--- config.mk ---
export PLATFORM = sky130hd
export DESIGN_NAME = async_rx_core
export DESIGN_NICKNAME = d
export VERILOG_FILES = /design/src/rtl/async_rx_pkg.sv /design/src/rtl/rx_line_sync.sv /design/src/rtl/rx_frame_engine.sv /design/src/rtl/rx_hold_buffer.sv /design/src/rtl/async_rx_core.sv
export SDC_FILE = /design/constraint.sdc
export NUM_CORES = 1
export LEC_CHECK = 0
export ABC_AREA = 0
export BUFFER_PORTS_ARGS = -buffer_cell sky130_fd_sc_hd__buf_2
export CAP_MARGIN = 20
export CORE_MARGIN = 2
export CORE_UTILIZATION = 45
export DETAILED_ROUTE_END_ITERATION = 8
export PLACE_DENSITY = 0.66
export SLEW_MARGIN = 5
export SYNTH_ARGS = -nofsm -noshare
export SYNTH_HDL_FRONTEND = slang
export SYNTH_SLANG_ARGS = --single-unit
--- constraint.sdc ---
create_clock -name clk -period 2.1 [get_ports clk]
set_input_delay 0.21 -clock clk [delete_from_list [all_inputs] [get_ports clk]]
set_output_delay 0.21 -clock clk [all_outputs]
set_load 0.05 [all_outputs]
--- src/rtl/async_rx_pkg.sv ---
// Package: shared constants, state type and mode-field decoders for the
// asynchronous receiver. Assumes the mode layout described in the brief.
package async_rx_pkg;

    localparam int CHAR_W    = 8;
    localparam int RATE_MID  = 16;
    localparam int RATE_HIGH = 64;
    localparam int TICK_W    = $clog2(RATE_HIGH);
    localparam int IDX_W     = $clog2(CHAR_W);
    localparam int LEN_W     = IDX_W + 1;

    typedef enum logic [2:0] {
        ST_IDLE,
        ST_START,
        ST_DATA,
        ST_PAR,
        ST_STOP,
        ST_HOLD
    } rx_state_t;

    // Ticks per bit minus one for a rate code.
    function automatic logic [TICK_W-1:0] bit_reload(input logic [1:0] code);
        case (code)
            2'b10:   return TICK_W'(RATE_MID - 1);
            2'b11:   return TICK_W'(RATE_HIGH - 1);
            default: return '0;
        endcase
    endfunction

    // Half a bit in ticks minus one for a rate code.
    function automatic logic [TICK_W-1:0] half_reload(input logic [1:0] code);
        case (code)
            2'b10:   return TICK_W'(RATE_MID / 2 - 1);
            2'b11:   return TICK_W'(RATE_HIGH / 2 - 1);
            default: return '0;
        endcase
    endfunction

    // Number of data bits for a length code (5 to 8).
    function automatic logic [LEN_W-1:0] char_bits(input logic [1:0] code);
        return LEN_W'(5) + LEN_W'(code);
    endfunction

endpackage

--- src/rtl/rx_line_sync.sv ---
// Module: rx_line_sync
// Brings the asynchronous receive line into the clock domain through a
// chain of STAGES flops. Assumes an idle-high line, so it resets to 1.
module rx_line_sync #(
    parameter int STAGES = 2
) (
    input  logic clk,
    input  logic rst_n,
    input  logic line_i,
    output logic line_o
);
    logic [STAGES-1:0] chain;

    generate
        for (genvar g = 0; g < STAGES; g++) begin : g_stage
            if (g == 0) begin : g_first
                // First stage captures the raw line.
                always_ff @(posedge clk) begin
                    if (!rst_n) chain[0] <= 1'b1;
                    else        chain[0] <= line_i;
                end
            end else begin : g_next
                // Later stages pass the value along the chain.
                always_ff @(posedge clk) begin
                    if (!rst_n) chain[g] <= 1'b1;
                    else        chain[g] <= chain[g-1];
                end
            end
        end
    endgenerate

    assign line_o = chain[STAGES-1];
endmodule

--- src/rtl/rx_frame_engine.sv ---
// Module: rx_frame_engine
// Finds start bits, times the mid-bit samples, shifts in 5..8 data bits
// LSB first, checks parity and the first stop bit, and gives a one-cycle
// done pulse with the aligned character and its error bits. The mode
// fields are latched at start detection. Assumes rx_s is already synchronous.
module rx_frame_engine
    import async_rx_pkg::*;
(
    input  logic              clk,
    input  logic              rst_n,
    input  logic              rx_s,
    input  logic [5:0]        mode_i,
    output logic              done_o,
    output logic [CHAR_W-1:0] data_o,
    output logic              perr_o,
    output logic              ferr_o
);
    rx_state_t         state;
    logic [TICK_W-1:0] cnt;
    logic [IDX_W-1:0]  bit_idx;
    logic [CHAR_W-1:0] shreg;
    logic              par_acc;
    logic              par_bad;
    logic [1:0]        rate_q;
    logic [1:0]        len_q;
    logic              pen_q;
    logic              even_q;

    // Frame sequencer: start check, bit timing, shifting and error capture.
    always_ff @(posedge clk) begin
        if (!rst_n) begin
            state   <= ST_IDLE;
            cnt     <= '0;
            bit_idx <= '0;
            shreg   <= '0;
            par_acc <= 1'b0;
            par_bad <= 1'b0;
            rate_q  <= '0;
            len_q   <= '0;
            pen_q   <= 1'b0;
            even_q  <= 1'b0;
            done_o  <= 1'b0;
            data_o  <= '0;
            perr_o  <= 1'b0;
            ferr_o  <= 1'b0;
        end else begin
            done_o <= 1'b0;
            case (state)
                ST_IDLE: begin
                    if (!rx_s) begin
                        rate_q  <= mode_i[1:0];
                        len_q   <= mode_i[3:2];
                        pen_q   <= mode_i[4];
                        even_q  <= mode_i[5];
                        bit_idx <= '0;
                        shreg   <= '0;
                        par_acc <= 1'b0;
                        par_bad <= 1'b0;
                        if (mode_i[1]) begin
                            state <= ST_START;
                            cnt   <= half_reload(mode_i[1:0]);
                        end else begin
                            state <= ST_DATA;
                            cnt   <= '0;
                        end
                    end
                end
                ST_START: begin
                    if (cnt == '0) begin
                        if (rx_s) begin
                            state <= ST_IDLE;
                        end else begin
                            state <= ST_DATA;
                            cnt   <= bit_reload(rate_q);
                        end
                    end else begin
                        cnt <= cnt - 1'b1;
                    end
                end
                ST_DATA: begin
                    if (cnt == '0) begin
                        shreg   <= {rx_s, shreg[CHAR_W-1:1]};
                        par_acc <= par_acc ^ rx_s;
                        bit_idx <= bit_idx + 1'b1;
                        cnt     <= bit_reload(rate_q);
                        if ({1'b0, bit_idx} == char_bits(len_q) - 1'b1)
                            state <= pen_q ? ST_PAR : ST_STOP;
                    end else begin
                        cnt <= cnt - 1'b1;
                    end
                end
                ST_PAR: begin
                    if (cnt == '0) begin
                        par_bad <= (par_acc ^ rx_s) ^ ~even_q;
                        cnt     <= bit_reload(rate_q);
                        state   <= ST_STOP;
                    end else begin
                        cnt <= cnt - 1'b1;
                    end
                end
                ST_STOP: begin
                    if (cnt == '0) begin
                        done_o <= 1'b1;
                        data_o <= shreg >> (LEN_W'(CHAR_W) - char_bits(len_q));
                        perr_o <= pen_q & par_bad;
                        ferr_o <= ~rx_s;
                        state  <= ST_HOLD;
                    end else begin
                        cnt <= cnt - 1'b1;
                    end
                end
                ST_HOLD: begin
                    if (rx_s) state <= ST_IDLE;
                end
                default: state <= ST_IDLE;
            endcase
        end
    end

    // a finished character never carries bits above its length.
    a_r1_upper_zero: assert property (@(posedge clk) disable iff (!rst_n)
        done_o |-> ((data_o >> char_bits(len_q)) == '0));

    // a start that has gone high at the half-bit check is dropped.
    a_r4_false_start: assert property (@(posedge clk) disable iff (!rst_n)
        (state == ST_START && cnt == '0 && rx_s) |=> (state == ST_IDLE && !done_o));

    // a low stop sample yields a framing-flagged character.
    a_r5_stop_low: assert property (@(posedge clk) disable iff (!rst_n)
        (state == ST_STOP && cnt == '0 && !rx_s) |=> (done_o && ferr_o));

    // with parity off, a parity error is never reported.
    a_r2_no_parity_off: assert property (@(posedge clk) disable iff (!rst_n)
        (done_o && !pen_q) |-> !perr_o);
endmodule

--- src/rtl/rx_hold_buffer.sv ---
// Module: rx_hold_buffer
// Read-side holding register with the ready flag and three sticky error
// flags. A copy beats a read in the same cycle, and a set beats a clear.
// Assumes load_i is a single-cycle pulse.
module rx_hold_buffer
    import async_rx_pkg::*;
(
    input  logic              clk,
    input  logic              rst_n,
    input  logic              load_i,
    input  logic [CHAR_W-1:0] data_i,
    input  logic              perr_i,
    input  logic              ferr_i,
    input  logic              rd_i,
    input  logic              clr_i,
    output logic [CHAR_W-1:0] data_o,
    output logic              ready_o,
    output logic              perr_o,
    output logic              oerr_o,
    output logic              ferr_o
);
    localparam int NFLAG = 3;

    logic [NFLAG-1:0] flag_set;
    logic [NFLAG-1:0] flag_q;

    // Collect the set conditions for parity, overrun and framing.
    always_comb begin
        flag_set[0] = load_i & perr_i;
        flag_set[1] = load_i & ready_o & ~rd_i;
        flag_set[2] = load_i & ferr_i;
    end

    // Buffer register and ready flag.
    always_ff @(posedge clk) begin
        if (!rst_n) begin
            data_o  <= '0;
            ready_o <= 1'b0;
        end else if (load_i) begin
            data_o  <= data_i;
            ready_o <= 1'b1;
        end else if (rd_i) begin
            ready_o <= 1'b0;
        end
    end

    generate
        for (genvar f = 0; f < NFLAG; f++) begin : g_flag
            // Sticky flag: set wins over clear.
            always_ff @(posedge clk) begin
                if (!rst_n)           flag_q[f] <= 1'b0;
                else if (flag_set[f]) flag_q[f] <= 1'b1;
                else if (clr_i)       flag_q[f] <= 1'b0;
            end
        end
    endgenerate

    assign perr_o = flag_q[0];
    assign oerr_o = flag_q[1];
    assign ferr_o = flag_q[2];

    // a copy always leaves the buffer ready.
    a_r6_ready_on_load: assert property (@(posedge clk) disable iff (!rst_n)
        load_i |=> ready_o);

    // a lone read empties the buffer.
    a_r6_read_clears: assert property (@(posedge clk) disable iff (!rst_n)
        (rd_i && !load_i) |=> !ready_o);

    // an unread buffer hit by a copy reports overrun.
    a_r7_overrun: assert property (@(posedge clk) disable iff (!rst_n)
        (load_i && ready_o && !rd_i) |=> oerr_o);

    // a read coinciding with a copy does not raise overrun.
    a_r8_read_and_load: assert property (@(posedge clk) disable iff (!rst_n)
        (load_i && rd_i && !oerr_o && !clr_i) |=> (ready_o && !oerr_o));

    // a clear with no copy empties every flag.
    a_r9_clear_all: assert property (@(posedge clk) disable iff (!rst_n)
        (clr_i && !load_i) |=> (!perr_o && !oerr_o && !ferr_o));

    // with no copy, the held character does not change.
    a_r10_hold_stable: assert property (@(posedge clk) disable iff (!rst_n)
        !load_i |=> $stable(data_o));
endmodule

--- src/rtl/async_rx_core.sv ---
// Module: async_rx_core
// Top of the asynchronous receiver: line synchronizer, frame engine and
// double-buffered read register with sticky flags. Assumes mode_cfg is
// stable while a character is arriving, and one sample tick per clock.
module async_rx_core
    import async_rx_pkg::*;
#(
    parameter int SYNC_STAGES = 2
) (
    input  logic              clk,
    input  logic              rst_n,
    input  logic [5:0]        mode_cfg,
    input  logic              rx_in,
    input  logic              rd_pulse,
    input  logic              err_clr,
    output logic [CHAR_W-1:0] rx_data,
    output logic              data_ready,
    output logic              parity_err,
    output logic              overrun_err,
    output logic              framing_err
);
    logic              rx_s;
    logic              done;
    logic [CHAR_W-1:0] frame_data;
    logic              frame_perr;
    logic              frame_ferr;

    rx_line_sync #(.STAGES(SYNC_STAGES)) u_sync (
        .clk    (clk),
        .rst_n  (rst_n),
        .line_i (rx_in),
        .line_o (rx_s)
    );

    rx_frame_engine u_engine (
        .clk    (clk),
        .rst_n  (rst_n),
        .rx_s   (rx_s),
        .mode_i (mode_cfg),
        .done_o (done),
        .data_o (frame_data),
        .perr_o (frame_perr),
        .ferr_o (frame_ferr)
    );

    rx_hold_buffer u_buffer (
        .clk     (clk),
        .rst_n   (rst_n),
        .load_i  (done),
        .data_i  (frame_data),
        .perr_i  (frame_perr),
        .ferr_i  (frame_ferr),
        .rd_i    (rd_pulse),
        .clr_i   (err_clr),
        .data_o  (rx_data),
        .ready_o (data_ready),
        .perr_o  (parity_err),
        .oerr_o  (overrun_err),
        .ferr_o  (framing_err)
    );
endmodule

==> impl_metrics.tcl, run 1 <==
set metrics [dict create \
    status "finished, final reports clean" \
    portBuffers 22 \
    synth.most_common_cell "dfxtp_1" \
    avgSynthCellArea_um2 8.73 \
    cp-start-kind "flop" \
    n_antenna_cell 0 \
    synth_ff_type "dfxtp_1" \
    yosys-top-cells-area "dfxtp_1 (41%), mux2i_1 (9.3%), nand2_1 (5.2%)" \
    ctsHoldBuffers 0 \
    setup_viol 0 \
    p_sw_mw 0.803 \
    ys_top_cells_by_count "dfxtp_1 (53), nand2_1 (36), nor2_1 (28)" \
    rsz0062_at_grt "no" \
    path_class "reg -> reg" \
    grt_max_degree 29 \
    hold_violations 0 \
    p_clk_share_pct 25.3 \
    synth-edff-count 0 \
    synth_top_area_share_pct 40.9 \
    peakVddDrop_v 0.000305 \
    slowest_stage "or3b_4" \
    gp_congestion 0.898 \
    drt-initial-drc-count 147 \
    yosysSeqAreaShare_pct 40.9 \
    worstPathArrival_ns 2.12 \
    numCtsBuffers 5 \
    path_clk_slew_ns 0.10 \
    core_region_area_um2 5540 \
    syn_area_um2 2590 \
    endpoint_kind "flop" \
    antenna_found_initial 0 \
    h-tree-depth 2 \
    hp-class "in -> reg" \
    setup_tns_ns 0 \
    drtPass1Iterations 5 \
    die_h_um 79.9 \
    async_flop_share_pct 0 \
    insertion_delay_ns 0.31 \
    rows 27 \
    gr-total-overflow 0 \
    layout_min_cycle_time_ns 1.91 \
    timing.hold.ws_ns 0.0825 \
    dp_slack_ns 0.0861 \
    syn-num-nets 311 \
    routed_wl_mm 5.43 \
    clk_path_buf_depth 2 \
    grt_usage_pct 18.1 \
    cap_violations 0 \
    internal_power_mw 1.55 \
    worstMarginPinSlew_ns 0.586 \
    synth_top_area_cell "dfxtp_1" \
    cts_tree "done" \
    max_freq_mhz 524 \
    worst_slack_ns 0.190 \
    p_comb_share_pct 27.2 \
    ys_types 49 \
    required_ns 2.31 \
    die_width_um 79.9 \
    nFillCells 523 \
    syn_to_final_growth_pct 12.5 \
    vias 2143 \
    clockRootBuffer "clkbuf_8" \
    swShare_pct 34.1 \
    synth-warning-count 0 \
    fin_nets 337 \
    powerDensity_nw_per_um2 806 \
    pin_count 23 \
    path_cells "inv_1 -> ha_1 -> or3b_4 -> o21ai_2 -> nand2_1 -> o21ai_0 -> a21oi_1" \
    max_slew_margin_pct 60.9 \
    hpwl_mm 3.85 \
    netlist_instances 297 \
    wire_per_inst_um 13.7 \
    dieArea_um2 6390 \
    initial_core_util_pct 46.8 \
    grt_pass1_wl_mm 9.05 \
    ys_ff_latch 53 \
    grt_pass1_vias 1906 \
    viasPerCell 5.41 \
    slowest_delay_ns 0.44 \
    drive_gt1_share_pct 17.9 \
    clock-skew-final_ns 0.00496 \
    cts.sinks 53 \
    maxSlewViolCount 0 \
    detail-route-antenna-nets 0 \
    crit_path_max_fanout 10 \
    seq_power_share_pct 47.5 \
    final.period_utilization_pct 90.9 \
    p_leak_nw 1.10 \
    route.detailed.drc 0 \
]
[power by group through the flow]
stage	combinational (mW)	sequential, mW	clock (mW)
2_1_floorplan	0.498	1.12	0
3_3_place_gp	0.601	1.14	0
3_5_place_dp	0.608	1.14	0
4_1_cts	0.612	1.12	0.612
5_1_grt	0.714	1.12	0.658
6_report	0.640	1.12	0.596
[worst paths after layout]
path                                       from          endpoint  slack [ns]  depth (start not counted)
worst max-delay path            u_engine.cnt[0]  u_engine.par_acc        0.19                          7
worst min-delay path                      rx_in   u_sync.chain[0]        0.08                          2
worst min register to register  u_sync.chain[0]     u_sync.line_o        0.44                          1
worst max register to register  u_engine.cnt[0]  u_engine.par_acc        0.19                          7
[stage by stage]
stage	cells	instance area (um2)	util (%)	total power, mW
after floorplan	297	2590	-	1.61
after global placement	388	2810	50.8	1.74
after detailed placement	388	2810	50.8	1.75
after CTS	396	2910	52.5	2.34
after global routing	396	2920	52.7	2.50
final	396	2920	52.7	2.35
[registers in the layout, indices dropped and copies added (netlist names), 2 cells and up]
register          flops
u_buffer.data_o       8
u_engine.data_o       8
u_engine.shreg        8
u_engine.cnt          6
u_engine.bit_idx      3
u_engine.state        3
u_engine.len_q        2
u_engine.rate_q       2
[critical path: cells and delay by family, from the launching register on]
family | cells | cell delay [ns]
AO/OA/AOI/OAI | 3 | 0.47
adder cells (fa/ha/maj) | 1 | 0.21
buffers and inverters | 1 | 0.10
flip-flops | 1 | 0.36
AND/OR/NAND/NOR | 2 | 0.67
[layout by cell type, fill, tap and decap left out, types with 2 or more instances in the layout]
master,n
and2_1,2
inv_1,5
nor3b_2,2
xor2_1,5
mux2i_1,24
buf_2,22
nand2_2,2
xnor2_1,4
a21boi_0,4
o31ai_1,2
o32a_1,2
a22oi_1,3
clkbuf_8,5
nor3_1,4
a31oi_1,6
ha_1,3
a21oi_1,21
nor2b_1,17
o21a_1,2
dfxtp_1,53
nand3_1,13
o211a_1,2
buf_4,12
nor2_1,28
o21ai_0,11
o211ai_1,2
nand2_1,34
a21boi_1,3
a32oi_1,2
nand2b_1,5
[cell type report]
| cell class | count | area (um2) | share of cell area (%) |
|---|---|---|---|
| inverter | 5 | 18.8 | 0.643 |
| clock inverter | 3 | 25.0 | 0.858 |
| multi-input combinational | 224 | 1450 | 49.8 |
| sequential | 53 | 1060 | 36.4 |
| clock buffer | 5 | 68.8 | 2.36 |
| timing repair buffer | 34 | 200 | 6.86 |
| tap | 72 | 90.1 | 3.09 |
[timing repair]
item / 4_1_cts / 5_1_grt
gates resized for setup: 0 / 4
buffers inserted: 0 / 0
endpoints found under the setup margin: 0 / 19
[cell families after synthesis]
logic type | Yosys count | share of synthesized area [%]
buf+inv | 20 | 3.47
flops | 53 | 40.9
compound gates | 69 | 17.9
xor+xnor | 9 | 3.04
fa+ha+maj | 3 | 1.45
simple gates | 117 | 22.6
mux | 26 | 10.6
[layer usage]
metal | GRT usage [%] | part of all wire [%]
met4 | 5.25 | 1.3
met1 | 26.6 | 52
met5 | 0 | 0
met2 | 25.8 | 42
met3 | 4.75 | 4.8
No activity file was read; power rests on OpenSTA's default activity.
==> run 2, diff against run 1 <==
--- a/config.mk
+++ b/config.mk
@@ -15,4 +15,5 @@
 export SLEW_MARGIN = 5
 export SYNTH_ARGS = -nofsm -noshare
 export SYNTH_HDL_FRONTEND = slang
+export SYNTH_HIERARCHICAL = 1
 export SYNTH_SLANG_ARGS = --single-unit
==> impl_metrics.tcl, run 2 <==
set metrics [dict create \
    n_antenna_cell 0 \
    grt_pass1_wl_mm 10.3 \
    required_ns 2.31 \
    critPathBufInv 2 \
    rsz0062_at_grt "no" \
    synth_top_area_cell "dfxtp_1" \
    final.period_utilization_pct 94.2 \
    pin_count 23 \
    rows 28 \
    endpoint_kind "flop" \
    setup_viol 0 \
    avgSynthCellArea_um2 8.57 \
    hpwl_mm 4.26 \
    drive_gt1_share_pct 19.6 \
    path_cells "inv_1 -> ha_1 -> or2b_2 -> nor2_8 -> buf_4 -> o21ai_0 -> a22o_1 -> o221a_2" \
    top_layer_used "met4" \
    grt_max_degree 34 \
    maxSlewViolCount 0 \
    final_cell_mix "dfxtp_1 (53), nand2_1 (45), a21boi_0 (25)" \
    fin_nets 365 \
    path_clk_slew_ns 0.10 \
    route.met2.wl_mm 2.63 \
    syn_to_final_growth_pct 10.3 \
    slowest_stage "or2b_2" \
    fin_area_um2 3140 \
    grt_pass1_vias 2148 \
    synth_ff_type "dfxtp_1" \
    ctsHoldBuffers 0 \
    vias 2365 \
    syn_area_um2 2850 \
    timing.hold.ws_ns 0.0750 \
    detail-route-antenna-nets 0 \
    hold_violations 0 \
    viasPerCell 5.54 \
    reg2regPathDepth 8 \
    dp_slack_ns 0.127 \
    wl_met1_mm 3.08 \
    crit_family "simple AND/OR/NAND/NOR gates" \
    hold_start "rx_in" \
    die_h_um 83.5 \
    timing.rr.end "u_engine/cnt[1]" \
    cap_violations 0 \
    path_class "reg -> reg" \
    power_mw 2.40 \
    hp-class "in -> reg" \
    routed_wl_mm 6.01 \
    final_common_cell "dfxtp_1" \
    insertion_delay_ns 0.31 \
    cts_tree "done" \
    peakVddDrop_v 0.000399 \
    clock-skew-final_ns 0.00465 \
    numCtsBuffers 5 \
    hold_depth 2 \
    async_flop_share_pct 0 \
    wl_met3_um 235 \
    syn-num-nets 346 \
    setup_tns_ns 0 \
    cts.sinks 53 \
    grt_usage_pct 17.5 \
    worstPathArrival_ns 2.19 \
    portBuffers 22 \
    die_width_um 83.5 \
    synth-edff-count 0 \
    r2r_slack_ns 0.12 \
    hold-path-endpoint "u_sync/chain[0]" \
    synth-warning-count 6 \
    antenna_found_initial 0 \
    worst_slack_ns 0.122 \
    crit-reg2reg-launch "u_engine/cnt[0]" \
    powerDensity_nw_per_um2 764 \
    cp-startpoint "u_engine/cnt[0]" \
    drt-initial-drc-count 107 \
    synth.most_common_cell "dfxtp_1" \
    layout_min_cycle_time_ns 1.98 \
    p_leak_nw 1.16 \
    layout.cells.non_filler 427 \
    cp-start-kind "flop" \
    gr-total-overflow 0 \
    crit_path_max_fanout 11 \
    status "finished, final reports clean" \
    wire_per_inst_um 14.1 \
    ys_top_cells_by_count "dfxtp_1 (53), nand2_1 (45), a21boi_0 (25)" \
    worstMarginPinSlew_ns 0.627 \
    drtPass1Iterations 4 \
    dp.cells 417 \
    h-tree-depth 2 \
    top_regs "u_buffer/data_o: 8 flops, u_engine/data_o: 8 flops, u_engine/shreg: 8 flops" \
    netlist_instances 332 \
    ys_types 61 \
    clk_path_buf_depth 2 \
    yosys-top-cells-area "dfxtp_1 (37%), a21boi_0 (6.6%), nand2_1 (5.9%)" \
    dpl-instance-area_um2 3020 \
    max_slew_margin_pct 58.1 \
    initial_core_util_pct 47.2 \
    fin_util_pct 52.1 \
    dieArea_um2 6970 \
    clockRootBuffer "clkbuf_8" \
    core_region_area_um2 6030 \
    ys_ff_latch 53 \
    max_freq_mhz 506 \
    slowest_delay_ns 0.38 \
    route.detailed.drc 0 \
    synth_top_area_share_pct 37.3 \
    gp_congestion 0.859 \
    yosysSeqAreaShare_pct 37.3 \
]
[run 2: cell count changes after synthesis, moves of 7 or more]
cell / change
nand2_1: +9
a21boi_0: +21
a21oi_1: -11
nand3_1: +7
mux2i_1: -9
nor2_1: -8
[run 2: cells by family after synthesis]
family	after synthesis	synth area share, %
simple gates	129	23.7
xor+xnor	10	3.08
buf+inv	30	5.28
flops	53	37.3
mux	19	6.86
compound gates	88	22.4
fa+ha+maj	3	1.32
[run 2: worst max-delay path by stage]
stage                                      to  slack (ns)  cells after the start
after floorplan               u_engine/cnt[4]        0.35                      7
after global placement        u_engine/cnt[4]        0.20                      7
after detailed placement      u_engine/cnt[4]        0.13                      7
after CTS                     u_engine/cnt[4]        0.11                      7
after global routing      u_engine/bit_idx[2]        0.02                      7
final                         u_engine/cnt[1]        0.12                      8
[run 2: power by group]
part           internal [mW]  switching (mW)
Sequential              1.04          0.0595
Clock                  0.243           0.364
Combinational          0.298           0.391
[run 2: repair_timing]
item / 4_1_cts / 5_1_grt
resized for setup: 0 / 2
endpoints found under the setup margin: 0 / 5
setup buffers: 0 / 2
[run 2: area by class of cell]
type	count	area (um2)
fill	572	2890
inverter	4	15.0
multi-input combinational	249	1640
tap	75	93.8
clock inverter	3	26.3
clock buffer	5	68.8
timing repair buffer	38	230
sequential	53	1060
[run 2: routing by layer]
metal | GRT usage (%) | vias to the layer above
met3 | 2.77 | 6
li1 | - | 1214
met4 | 3.96 | 0
met1 | 25.3 | 1097
met2 | 27.7 | 48
met5 | 0 | -
==> run 3, diff against run 2 <==
--- a/config.mk
+++ b/config.mk
@@ -8,7 +8,6 @@
 export ABC_AREA = 0
 export BUFFER_PORTS_ARGS = -buffer_cell sky130_fd_sc_hd__buf_2
 export CAP_MARGIN = 20
-export CORE_MARGIN = 2
 export CORE_UTILIZATION = 45
 export DETAILED_ROUTE_END_ITERATION = 8
 export PLACE_DENSITY = 0.66
==> impl_metrics.tcl, run 3 (synthesis results as in run 2) <==
set metrics [dict create \
    status "finished, final reports clean" \
    insertion_delay_ns 0.31 \
    top_regs "u_buffer/data_o: 8 flops, u_engine/data_o: 8 flops, u_engine/shreg: 8 flops" \
    rows 28 \
    slowest_delay_ns 0.38 \
    grt_max_degree 33 \
    powerDensity_nw_per_um2 753 \
    wire_per_inst_um 14.0 \
    route.detailed.drc 0 \
    portBuffers 22 \
    clockRootBuffer "clkbuf_8" \
    cp.depth 7 \
    numCtsBuffers 5 \
    swShare_pct 34.0 \
    hold_start "rx_in" \
    crit_path_max_fanout 14 \
    cap_violations 0 \
    rsz0062_at_grt "no" \
    max_freq_mhz 502 \
    slowest_stage "or2b_2" \
    path_class "reg -> reg" \
    path_clk_slew_ns 0.11 \
    peakVddDrop_v 0.000464 \
    fin_nets 365 \
    p_sw_mw 0.802 \
    hp-class "in -> reg" \
    hold-path-endpoint "u_sync/chain[0]" \
    gr-total-overflow 0 \
    drt-initial-drc-count 133 \
    path_cells "inv_1 -> ha_1 -> or2b_2 -> nor2_8 -> a2111oi_0 -> o311a_1 -> o21a_1" \
    setup_viol 0 \
    p_clk_share_pct 25.6 \
    worstMarginPinSlew_ns 0.590 \
    crit-reg2reg-launch "u_engine/cnt[0]" \
    detail-route-antenna-nets 0 \
    hold_depth 2 \
    hold_violations 0 \
    n_antenna_cell 0 \
    worstPathArrival_ns 2.22 \
    dp_slack_ns 0.132 \
    drive_gt1_share_pct 19.3 \
    routed_wl_mm 5.99 \
    final_cell_mix "dfxtp_1 (53), nand2_1 (45), a21boi_0 (25)" \
    antenna_found_initial 0 \
    hpwl_mm 4.27 \
    ctsHoldBuffers 0 \
    syn_to_final_growth_pct 10.2 \
    clk_path_buf_depth 2 \
    viasPerCell 5.47 \
    grt_pass1_wl_mm 9.82 \
    critPathBufInv 1 \
    p_comb_share_pct 27.7 \
    grt_pass1_vias 2028 \
    crit_family "simple AND/OR/NAND/NOR gates" \
    layout_min_cycle_time_ns 1.99 \
    cts_tree "done" \
    h-tree-depth 2 \
    core_region_area_um2 6030 \
    clock-skew-final_ns 0.00966 \
    internal_power_mw 1.56 \
    nFillCells 578 \
    worst_slack_ns 0.109 \
    r2r_slack_ns 0.11 \
    required_ns 2.32 \
    reg2regPathDepth 7 \
    die_width_um 81.5 \
    drtPass1Iterations 4 \
    endpoint_kind "flop" \
    setup_tns_ns 0 \
    dieArea_um2 6640 \
    cts.sinks 53 \
    initial_core_util_pct 47.2 \
    seq_power_share_pct 46.7 \
    final.period_utilization_pct 94.8 \
    cp-start-kind "flop" \
    vias 2335 \
    timing.rr.end "u_engine/cnt[4]" \
    final_common_cell "dfxtp_1" \
    grt_usage_pct 19.2 \
    pin_count 23 \
    die_h_um 81.5 \
    p_leak_nw 1.15 \
    maxSlewViolCount 0 \
    max_slew_margin_pct 60.6 \
    gp_congestion 0.801 \
]
-- run 3: worst register-to-register path, delay by kind of cell, from the launching register on --
kind	cells	cell delay, ns
AOI/OAI and AO/OA	3	0.61
adders and majority gates	1	0.20
buffers and inverters	1	0.10
DFF	1	0.36
and+or+nand+nor	2	0.62
-- run 3: per-layer routing --
metal  track usage, %  vias to the layer above  part of all wire [%]  wire (um)
met5                0                        -                     0          0
met4             6.96                        0                   1.1         64
met3             3.00                        6                   4.7        283
met2             29.8                       49                    43       2600
met1             26.7                     1062                    51       3040
li1                 -                     1218                     -          -
-- run 3: cell type report --
cell class / count / area (um2) / area share [%]
Tap cell: 75 / 93.8 / 2.99
Multi-Input combinational cell: 249 / 1640 / 52.3
Clock buffer: 5 / 68.8 / 2.19
Sequential cell: 53 / 1060 / 33.8
Clock inverter: 3 / 26.3 / 0.838
Timing Repair Buffer: 38 / 230 / 7.34
Inverter: 4 / 15.0 / 0.479
-- run 3: power groups by stage --
stage                     registers, mW  logic (mW)  clock network [mW]
final                              1.10       0.655               0.604
after global routing               1.11       0.717               0.667
after CTS                          1.10       0.648               0.625
after detailed placement           1.13       0.645                   0
after global placement             1.12       0.639                   0
after floorplan                    1.09       0.554                   0
-- run 3: worst max-delay path by stage --
stage | end | slack, ns | start
finish | u_engine/cnt[4] | 0.11 | u_engine/cnt[0]
global route | u_engine/cnt[4] | 0.02 | u_engine/cnt[0]
CTS | u_engine/cnt[4] | 0.11 | u_engine/cnt[0]
detailed placement | u_engine/cnt[4] | 0.13 | u_engine/cnt[0]
global placement | u_engine/cnt[4] | 0.20 | u_engine/cnt[0]
floorplan | u_engine/cnt[4] | 0.35 | u_engine/cnt[0]
-- run 3: metrics by stage --
stage	total power [mW]	hold WS [ns]	instances	utilization [%]	instance area [um2]
after global placement	1.76	0.400	419	50.4	3030
after floorplan	1.65	0.283	332	-	2850
after CTS	2.38	0.0695	427	51.9	3130
after detailed placement	1.77	0.396	419	50.4	3030
after global routing	2.49	0.0772	427	52.0	3140
final	2.36	0.0743	427	52.0	3140
-- run 3: what timing repair did --
| item | 4_1_cts | 5_1_grt |
|---|---|---|
| endpoints found under the setup margin | 0 | 4 |
| buffers inserted | 0 | 0 |
| resized for setup | 0 | 1 |
